**src/rtl/cyc_pkg.sv**
```systemverilog
// Shared defaults and helpers for the serial cyclic codec.
// Assumes: generator polynomials are monic and at most 32 bits wide.
package cyc_pkg;

    localparam int DEF_DATA_W = 4;
    localparam int DEF_CHK_W  = 3;
    // Generator x^3 + x + 1, bit i is the x^i coefficient.
    localparam logic [DEF_CHK_W:0] DEF_GEN = 4'b1011;

    // Modulo-2 sum of the bits of a selected by mask m.
    function automatic logic masked_xor(input logic [31:0] a, input logic [31:0] m);
        return ^(a & m);
    endfunction

endpackage

```
**src/rtl/cyc_seq.sv**
```systemverilog
// Step sequencer: counts the LEN serial steps of one word.
// A start pulse is step 0 and restarts any word in progress.
// Assumes: LEN >= 2.
module cyc_seq #(
    parameter int LEN = 7,
    parameter int IW  = $clog2(LEN + 1)
) (
    input  logic          clk,
    input  logic          rst_n,
    input  logic          start,
    output logic          active,
    output logic [IW-1:0] idx,
    output logic          last
);

    logic          busy;
    logic [IW-1:0] cnt;

    // Step counter: start loads step 1 for the next cycle, busy advances it.
    always_ff @(posedge clk) begin
        if (!rst_n) begin
            busy <= 1'b0;
            cnt  <= '0;
        end else if (start) begin
            busy <= 1'b1;
            cnt  <= IW'(1);
        end else if (busy) begin
            if (cnt == IW'(LEN - 1)) begin
                busy <= 1'b0;
                cnt  <= '0;
            end else begin
                cnt <= cnt + IW'(1);
            end
        end
    end

    // Current step: a start always means step 0.
    always_comb begin
        active = start | busy;
        idx    = start ? '0 : cnt;
        last   = active && (idx == IW'(LEN - 1));
    end

endmodule

```
**src/rtl/cyc_ser_mul.sv**
```systemverilog
// Serial polynomial multiplier (encoder): streams D(x)*GEN(x),
// highest coefficient first, one bit per clock. Data bits are taken
// in steps 0..K-1. Steps K..K+R-1 shift zeros regardless of din.
// Assumes: R >= 2, GEN monic of degree R.
module cyc_ser_mul #(
    parameter int           K   = cyc_pkg::DEF_DATA_W,
    parameter int           R   = cyc_pkg::DEF_CHK_W,
    parameter logic [R:0]   GEN = cyc_pkg::DEF_GEN
) (
    input  logic clk,
    input  logic rst_n,
    input  logic start,
    input  logic din,
    output logic code,
    output logic valid,
    output logic last
);

    localparam int N  = K + R;
    localparam int IW = $clog2(N + 1);

    logic          act, lst;
    logic [IW-1:0] idx;
    logic [R-1:0]  hist;      // hist[0] is the most recent input bit
    logic [R-1:0]  hsel;
    logic [R-1:0]  hrev;
    logic          u;
    logic          prod;
    logic          code_q, valid_q, last_q;

    cyc_seq #(.LEN(N), .IW(IW)) u_seq (
        .clk    (clk),
        .rst_n  (rst_n),
        .start  (start),
        .active (act),
        .idx    (idx),
        .last   (lst)
    );

    // Product bit: g_R*u plus g_(R-i) times the input from i steps back.
    always_comb begin
        u    = act && (idx < IW'(K)) ? din : 1'b0;
        hsel = start ? '0 : hist;
        for (int j = 0; j < R; j++) hrev[j] = hsel[R-1-j];
        prod = (GEN[R] & u) ^ cyc_pkg::masked_xor(32'(hrev), 32'(GEN[R-1:0]));
    end

    // Input history shift register, cleared by start.
    always_ff @(posedge clk) begin
        if (!rst_n)   hist <= '0;
        else if (act) hist <= {hsel[R-2:0], u};
    end

    // Registered serial output.
    always_ff @(posedge clk) begin
        if (!rst_n) begin
            code_q  <= 1'b0;
            valid_q <= 1'b0;
            last_q  <= 1'b0;
        end else begin
            code_q  <= act & prod;
            valid_q <= act;
            last_q  <= lst;
        end
    end

    assign code  = code_q;
    assign valid = valid_q;
    assign last  = last_q;

    AST_ENC_LAST_VALID: assert property (@(posedge clk) disable iff (!rst_n)
        last_q |-> valid_q);
    AST_ENC_START_EMITS: assert property (@(posedge clk) disable iff (!rst_n)
        start |=> valid_q);
    AST_ENC_QUIET_IDLE: assert property (@(posedge clk) disable iff (!rst_n)
        !valid_q |-> !code_q);

endmodule

```
**src/rtl/cyc_ser_div.sv**
```systemverilog
// Serial polynomial divider (decoder): divides the received stream
// by GEN(x), highest coefficient first. Emits the quotient bits from
// step R on and leaves the remainder (syndrome) in its registers.
// Assumes: R >= 2, GEN monic of degree R, word length K+R.
module cyc_ser_div #(
    parameter int           K   = cyc_pkg::DEF_DATA_W,
    parameter int           R   = cyc_pkg::DEF_CHK_W,
    parameter logic [R:0]   GEN = cyc_pkg::DEF_GEN
) (
    input  logic         clk,
    input  logic         rst_n,
    input  logic         start,
    input  logic         din,
    output logic         qbit,
    output logic         qvalid,
    output logic         done,
    output logic         err,
    output logic [R-1:0] syn
);

    localparam int N  = K + R;
    localparam int IW = $clog2(N + 1);

    logic          act, lst;
    logic [IW-1:0] idx;
    logic [R-1:0]  rem;
    logic [R-1:0]  rsel;
    logic [R-1:0]  rnext;
    logic          q;
    logic          qbit_q, qvalid_q, done_q, err_q;

    cyc_seq #(.LEN(N), .IW(IW)) u_seq (
        .clk    (clk),
        .rst_n  (rst_n),
        .start  (start),
        .active (act),
        .idx    (idx),
        .last   (lst)
    );

    // Division step: the top stage is the quotient bit and selects the subtraction.
    always_comb begin
        rsel  = start ? '0 : rem;
        q     = rsel[R-1];
        rnext = {rsel[R-2:0], din} ^ (q ? GEN[R-1:0] : '0);
    end

    // Remainder register, cleared by start.
    always_ff @(posedge clk) begin
        if (!rst_n)   rem <= '0;
        else if (act) rem <= rnext;
    end

    // Registered quotient stream, done pulse and error flag.
    always_ff @(posedge clk) begin
        if (!rst_n) begin
            qbit_q   <= 1'b0;
            qvalid_q <= 1'b0;
            done_q   <= 1'b0;
            err_q    <= 1'b0;
        end else begin
            qvalid_q <= act && (idx >= IW'(R));
            qbit_q   <= act && (idx >= IW'(R)) && q;
            done_q   <= lst;
            err_q    <= lst && (|rnext);
        end
    end

    assign qbit   = qbit_q;
    assign qvalid = qvalid_q;
    assign done   = done_q;
    assign err    = err_q;
    assign syn    = rem;

    AST_DEC_DONE_QBIT: assert property (@(posedge clk) disable iff (!rst_n)
        done_q |-> qvalid_q);
    AST_DEC_ERR_DONE: assert property (@(posedge clk) disable iff (!rst_n)
        err_q |-> done_q);
    AST_DEC_SYN_ERR: assert property (@(posedge clk) disable iff (!rst_n)
        done_q |-> (err_q == (rem != '0)));
    AST_DEC_START_CLEAR: assert property (@(posedge clk) disable iff (!rst_n)
        start |=> (rem[R-1:1] == '0));

endmodule

```
**src/rtl/cyc74_codec.sv**
```systemverilog
// Serial (7,4) cyclic codec top: a multiplying encoder and a dividing
// decoder for GEN(x) = x^3 + x + 1, running independently.
// Assumes: callers pulse start for one cycle with the first bit.
module cyc74_codec #(
    parameter int                    DATA_W   = cyc_pkg::DEF_DATA_W,
    parameter int                    CHK_W    = cyc_pkg::DEF_CHK_W,
    parameter logic [CHK_W:0]        GEN_POLY = cyc_pkg::DEF_GEN
) (
    input  logic             clk,
    input  logic             rst_n,
    input  logic             enc_start,
    input  logic             enc_bit,
    output logic             enc_code,
    output logic             enc_valid,
    output logic             enc_last,
    input  logic             dec_start,
    input  logic             dec_bit,
    output logic             dec_qbit,
    output logic             dec_qvalid,
    output logic             dec_done,
    output logic             dec_err,
    output logic [CHK_W-1:0] dec_syn
);

    cyc_ser_mul #(.K(DATA_W), .R(CHK_W), .GEN(GEN_POLY)) u_enc (
        .clk   (clk),
        .rst_n (rst_n),
        .start (enc_start),
        .din   (enc_bit),
        .code  (enc_code),
        .valid (enc_valid),
        .last  (enc_last)
    );

    cyc_ser_div #(.K(DATA_W), .R(CHK_W), .GEN(GEN_POLY)) u_dec (
        .clk    (clk),
        .rst_n  (rst_n),
        .start  (dec_start),
        .din    (dec_bit),
        .qbit   (dec_qbit),
        .qvalid (dec_qvalid),
        .done   (dec_done),
        .err    (dec_err),
        .syn    (dec_syn)
    );

endmodule

```
**config.mk**
```make
export PLATFORM = sky130hd
export DESIGN_NAME = cyc74_codec
export DESIGN_NICKNAME = d
export VERILOG_FILES = /design/src/rtl/cyc_pkg.sv /design/src/rtl/cyc_seq.sv /design/src/rtl/cyc_ser_mul.sv /design/src/rtl/cyc_ser_div.sv /design/src/rtl/cyc74_codec.sv
export SDC_FILE = /design/constraint.sdc
export NUM_CORES = 1
export LEC_CHECK = 0
export CELL_PAD_IN_SITES_DETAIL_PLACEMENT = 1
export CELL_PAD_IN_SITES_GLOBAL_PLACEMENT = 1
export CORE_UTILIZATION = 29
export CTS_CLUSTER_DIAMETER = 200
export DETAILED_ROUTE_END_ITERATION = 8
export PLACE_DENSITY = 0.6
export SLEW_MARGIN = 20
export SYNTH_ARGS = -nofsm -noshare
export SYNTH_HDL_FRONTEND = slang
export SYNTH_SLANG_ARGS = --single-unit
```
**constraint.sdc**
```tcl
create_clock -name clk -period 2.4 [get_ports clk]
set_input_delay 0.48 -clock clk [delete_from_list [all_inputs] [get_ports clk]]
set_output_delay 0.48 -clock clk [all_outputs]
set_load 0.05 [all_outputs]
```
# [After elaboration in Yosys (flattened, before gate mapping)]
# Index checks and enable logic that the tools add are counted.
[word_totals] regBits=21 output_inout_bits=10 inputBits=6 wordCells=59
[classes] magnitude_cmp=2 eq_ne=4 reduce_logical=12 muxes=18 n_bitwise=6 add_sub_neg=2
[op_table] op="XOR reduction 32 bit" count=1
[op_table] op="two-way mux 3 bit" count=6
[op_table] op="== test 3 bit (second input constant)" count=4
[op_table] op="two-way mux 1 bit" count=11
[op_table] op="adder 3 x 1 -> 3 bit (second input constant)" count=2
[op_table] op="logical AND 1 bit" count=6
[op_table] op="nonzero test 2 bit" count=2
[op_table] op="OR reduction 2 bit" count=2
[op_table] op="greater-or-equal comparator 3 x 2 -> 1 bit (second input constant)" count=1
[op_table] op="less-than comparator 3 bit (second input constant)" count=1
[op_table] op="OR reduction 3 bit" count=1
[op_table] op="XOR 3 bit" count=1
[op_table] op="two-way mux 2 bit" count=1
[op_table] op="OR 1 bit" count=2
[op_table] op="bitwise AND 1 bit" count=1
[op_table] op="NOT 1 bit" count=1
[op_table] op="XOR 1 bit" count=1

# [Longest topological paths before layout]
[depth] word_depth=6 mapped_depth=4 ltp_nobuf=3

# [Modules after synthesis]
# Synthesis repeated with hierarchy kept, for this count alone.
[unflattened] hier_cells=94 area_unflattened_um2=910.9
[modules_own_cells] module="cyc_seq" instances=2 area_each_um2=206.4 seq_area_each_um2=80.1 cells_per_inst=22
[modules_own_cells] module="cyc_ser_div" instances=1 area_each_um2=271.5 seq_area_each_um2=140.1 cells_per_inst=27
[modules_own_cells] module="cyc_ser_mul" instances=1 area_each_um2=226.5 seq_area_each_um2=120.1 cells_per_inst=23

# [Worst setup path after synthesis]
# Ideal clock, no wire load.
[synth_path] path_kind="register to register" from="reg u_dec.rem[2], in the netlist u_dec.syn[2]" to="reg u_dec.err_q, in the netlist u_dec.err" n_path_buf=0 setup_time_ns=0.115 path_stages_with_launch=4 arrival_ns=1.134 required_ns=2.285 slack_ns=1.151 synth_period_minus_slack_ns=1.249 cell_sequence="dfxtp_1 -> nand4b_1 -> o31a_1 -> o21a_1"
[synth_via] elab_chain_cells=5
[synth_rtl] item="start, declared" line_no="cyc_ser_div.sv:26" source="logic [R-1:0] rem;"
[synth_rtl] item="start signal, assigned" line_no="cyc_ser_div.sv:51" source="else if (act) rem <= rnext;"
[synth_rtl] item="two-way mux 3 bit" line_no="cyc_ser_div.sv:43" source="rsel = start ? '0 : rem;"
[synth_rtl] item="two-way mux 2 bit" line_no="cyc_ser_div.sv:45" source="rnext = {rsel[R-2:0], din} ^ (q ? GEN[R-1:0] : '0);"
[synth_rtl] item="XOR 3 bit" line_no="cyc_ser_div.sv:45"
[synth_rtl] item="OR reduction 3 bit" line_no="cyc_ser_div.sv:65" source="err_q <= lst && (|rnext);"
[synth_rtl] item="logical AND 1 bit" line_no="cyc_ser_div.sv:65"
[synth_rtl] item="end signal, assigned" line_no="cyc_ser_div.sv:65"
[synth_rtl] item="end, declared" line_no="cyc_ser_div.sv:30" source="logic qbit_q, qvalid_q, done_q, err_q;"
# Every way passes these cells.
# A chain may end at the register's enable or synchronous reset.

# [Worst setup path in the final report]
[layout_path] from="reg u_dec.rem[2], in the netlist u_dec.syn[2]" to="out dec_syn[2]"
[layout_lines] item="end, declared" line_no="cyc74_codec.sv:22" source="output logic [CHK_W-1:0] dec_syn"
# No word-level cell between the ends.

==> flow_summary.yaml <==
routing:
  num_vias: 730
  firstDrtPassIters: 6
  drt_iter0_markers: 22
  wire_per_inst_um: 13.8
  wl_met1_um: 1050
  drc: 4
  wl_um: 1960
  routed.top_layer: "met4"
  ant_nets: 0
  dr_wl_met3_um: 86
  vias_per_cell: 5.14
  dr_wl_met2_um: 807
synthesis:
  synth_seq_area_share_pct: 48.5
  synthesis.nets: 101
  ys.flop_type: "dfxtp_1"
  synthXorXnorAreaFrac_pct: 2.02
  yosysMostFrequentCell: "dfxtp_1"
  synthesis.area_um2: 867
  synthSimpleGateAreaFrac_pct: 26.1
  synthMuxAreaShare_pct: 3.46
  synth_top_area_share_pct: 48.5
  ys_ff_latch: 21
  synth_compound_area_share_pct: 15.7
  synth_cells: 95
  synth-edff-count: 0
  synth_top_family_by_area: "simple AND/OR/NAND/NOR gates"
  synthTopCellsByCount: "dfxtp_1, a21oi_1, nor2_1, nand2_1, inv_1"
  synth_area_per_cell_um2: 9.13
  synth_warnings: 0
  synthArstFlopShare_pct: 0
  synthAdderAreaFrac_pct: 0
  synth_area_leaders: "dfxtp_1, a21oi_1, nor2_1"
  synthDistinctLibCells: 31
  yosys.area.top_type: "dfxtp_1"
worst_setup_path:
  cp.required_ps: 1920
  setup.worst_path.end_class: "output pin"
  r2r_end: "u_dec.u_seq.cnt[0]$_SDFFE_PN0P_"
  crit_slowest_cell: "clkdlybuf4s50_1"
  rrSetupSlack_ps: 1220
  start_kind: "register"
  timing.rr.start: "u_dec.u_seq.busy$_SDFF_PN0_"
  path_cells: "clkdlybuf4s50_1"
  worstPathArrival_ps: 1680
  path_class: "reg -> out"
  path_max_fanout: 8
  r2r.worst_path.cells: 3
  worst_path_largest_cell_delay_ps: 860
  timing.critical_path.buf_inv: 1
  cpLargestDelayFamily: "buffers and inverters"
floorplanning:
  fp-row-count: 19
  dieArea_um2: 3210
  io_pins: 16
  fp.dieW_um: 56.7
  initial_utilization_pct: 30.9
  core_um2: 2810
  die_h_um: 56.7
global_routing:
  grt_pass1_wl_um: 3280
  antenna_found_initial: 0
  grt_usage_pct: 13.4
  grt_pass1_vias: 679
  grt_max_degree: 13
  overflow: 0
clocking:
  cts_sinks: 21
  cts-root-buf: "clkbuf_4"
  holdBufCountCts: 0
  cts_setup_buffers: 0
  clockBufferDepth: 2
  cts_tree: "built"
  clk_latency_ps: 300
  cts_buffers: 3
  clk_pin_slew_worst_paths_ps: 130
  htreeDepth: 1
  cts_resized: 0
placed_design:
  place_congestion: 0.648
  placed_area_um2: 1040
  portBuffers: 15
  hpwl_um: 1410
hold_path:
  holdPathStages: 2
  hold_class: "reg -> reg"
  hp-start: "u_enc.hist[0]$_SDFFE_PN0P_"
  min_to: "u_enc.hist[0]$_SDFFE_PN0P_"
run_status:
  violations: "DRC"
  status: "finished with violations"
sta:
  worst_pin_slew_ps: 498
  timing.slew.headroom_pct: 66.7
  setup_tns_ps: 0
  timing.fmax_mhz: 464
  maxSlewViolCount: 0
  hold_viol: 0
  grt_setup_unrepaired: "false"
  fin_skew_ps: 6.50
  layout_min_cycle_time_ps: 2160
  finalCritPeriodShare_pct: 89.8
  setup_viol: 0
finish:
  final_core_util_pct: 38.1
  area_growth_syn_to_layout_pct: 23.4
  multi_input_area_um2: 410
  design_area_um2: 1070
  nNetsFinal: 118
  fillers: 345
  drive_gt1_share_pct: 6.31
  regArea_um2: 420
  n_antenna_cell: 0
power_and_ir_drop:
  powerDensity_nw_per_um2: 591
  p_leak_uw: 0.000381
  peakVddDrop_mv: 0.266
flow_run:
  drv_cap: 0
## layout by cell type (no fill, tap or decap)
cell,n
nor4_4,1
xor2_1,1
a22oi_1,1
o21a_1,1
nor3_1,2
clkinv_2,1
nor4_1,1
o21ai_0,4
nand2b_4,1
nand4_1,1
and3b_1,1
nand4b_1,3
a211o_1,1
o211ai_1,1
a21oi_1,12
clkbuf_4,3
nor2_1,10
o31a_1,1
a211oi_1,1
nand3_1,1
clkdlybuf4s50_1,15
nor3b_1,1
dfxtp_1,21
mux2i_1,3
nor2b_1,3
nand2b_1,1
nand2_1,7
nor3_2,1
xnor2_1,1
inv_1,6
o2111ai_1,1
nand3b_1,3
## through the flow
step | worst slack, ps | hold WS [ps] | power (µW) | std cells
4_1_cts | 232 | 486 | 639 | 142
3_5_place_dp | 583 | 467 | 463 | 138
6_report | 244 | 480 | 632 | 142
3_3_place_gp | 608 | 449 | 460 | 138
2_1_floorplan | 1150 | 432 | 432 | 95
5_1_grt | 180 | 503 | 669 | 142
## layout make-up
type                            instances  area share, %
Sequential cell                        21           39.3
Multi-Input combinational cell         65           38.4
Timing Repair Buffer                   15           14.0
Tap cell                               31           3.63
Clock buffer                            3           2.11
Inverter                                6           2.11
Clock inverter                          1          0.468
## registers in the layout (all words and copies together) (netlist names), 3 cells and up
register,count
u_dec.u_seq.cnt,3
u_enc.hist,3
u_enc.u_seq.cnt,3
u_dec.syn,3
## cells by family (layout without fill, tap and decap cells)
logic type                count (synthesis)  count (layout)
AOI/OAI and AO/OA                        23              23
muxes                                     3               3
buffers and inverters                     9              25
and+or+nand+nor                          37              37
xor gates and xnor gates                  2               2
DFF                                      21              21
## worst max-delay path by stage
stage	to	cells after the start	slack, ps	start
2_1_floorplan	u_dec.err$_SDFF_PN0_	3	1150	u_dec.syn[2]$_SDFFE_PN0P_
3_3_place_gp	dec_syn[2]	1	610	u_dec.syn[2]$_SDFFE_PN0P_
3_5_place_dp	dec_syn[2]	1	580	u_dec.syn[2]$_SDFFE_PN0P_
4_1_cts	dec_syn[2]	1	230	u_dec.syn[2]$_SDFFE_PN0P_
5_1_grt	dec_syn[2]	1	180	u_dec.syn[2]$_SDFFE_PN0P_
6_report	dec_syn[2]	1	240	u_dec.syn[2]$_SDFFE_PN0P_
## power by group
part / total [µW] / switching [µW] / internal (µW)
sequential: 380 / 19.8 / 361
clock: 176 / 114 / 62.1
combinational: 75.6 / 43.0 / 32.6
total: 632 / 177 / 455
## metal layers
| metal | vias up | track usage (%) |
|---|---|---|
| met4 | 0 | 6.43 |
| met3 | 2 | 3.00 |
| met2 | 15 | 18.9 |
| met5 | - | 0 |
| met1 | 345 | 19.1 |
| li1 | 368 | - |
No activity file was read; power rests on OpenSTA's default activity.
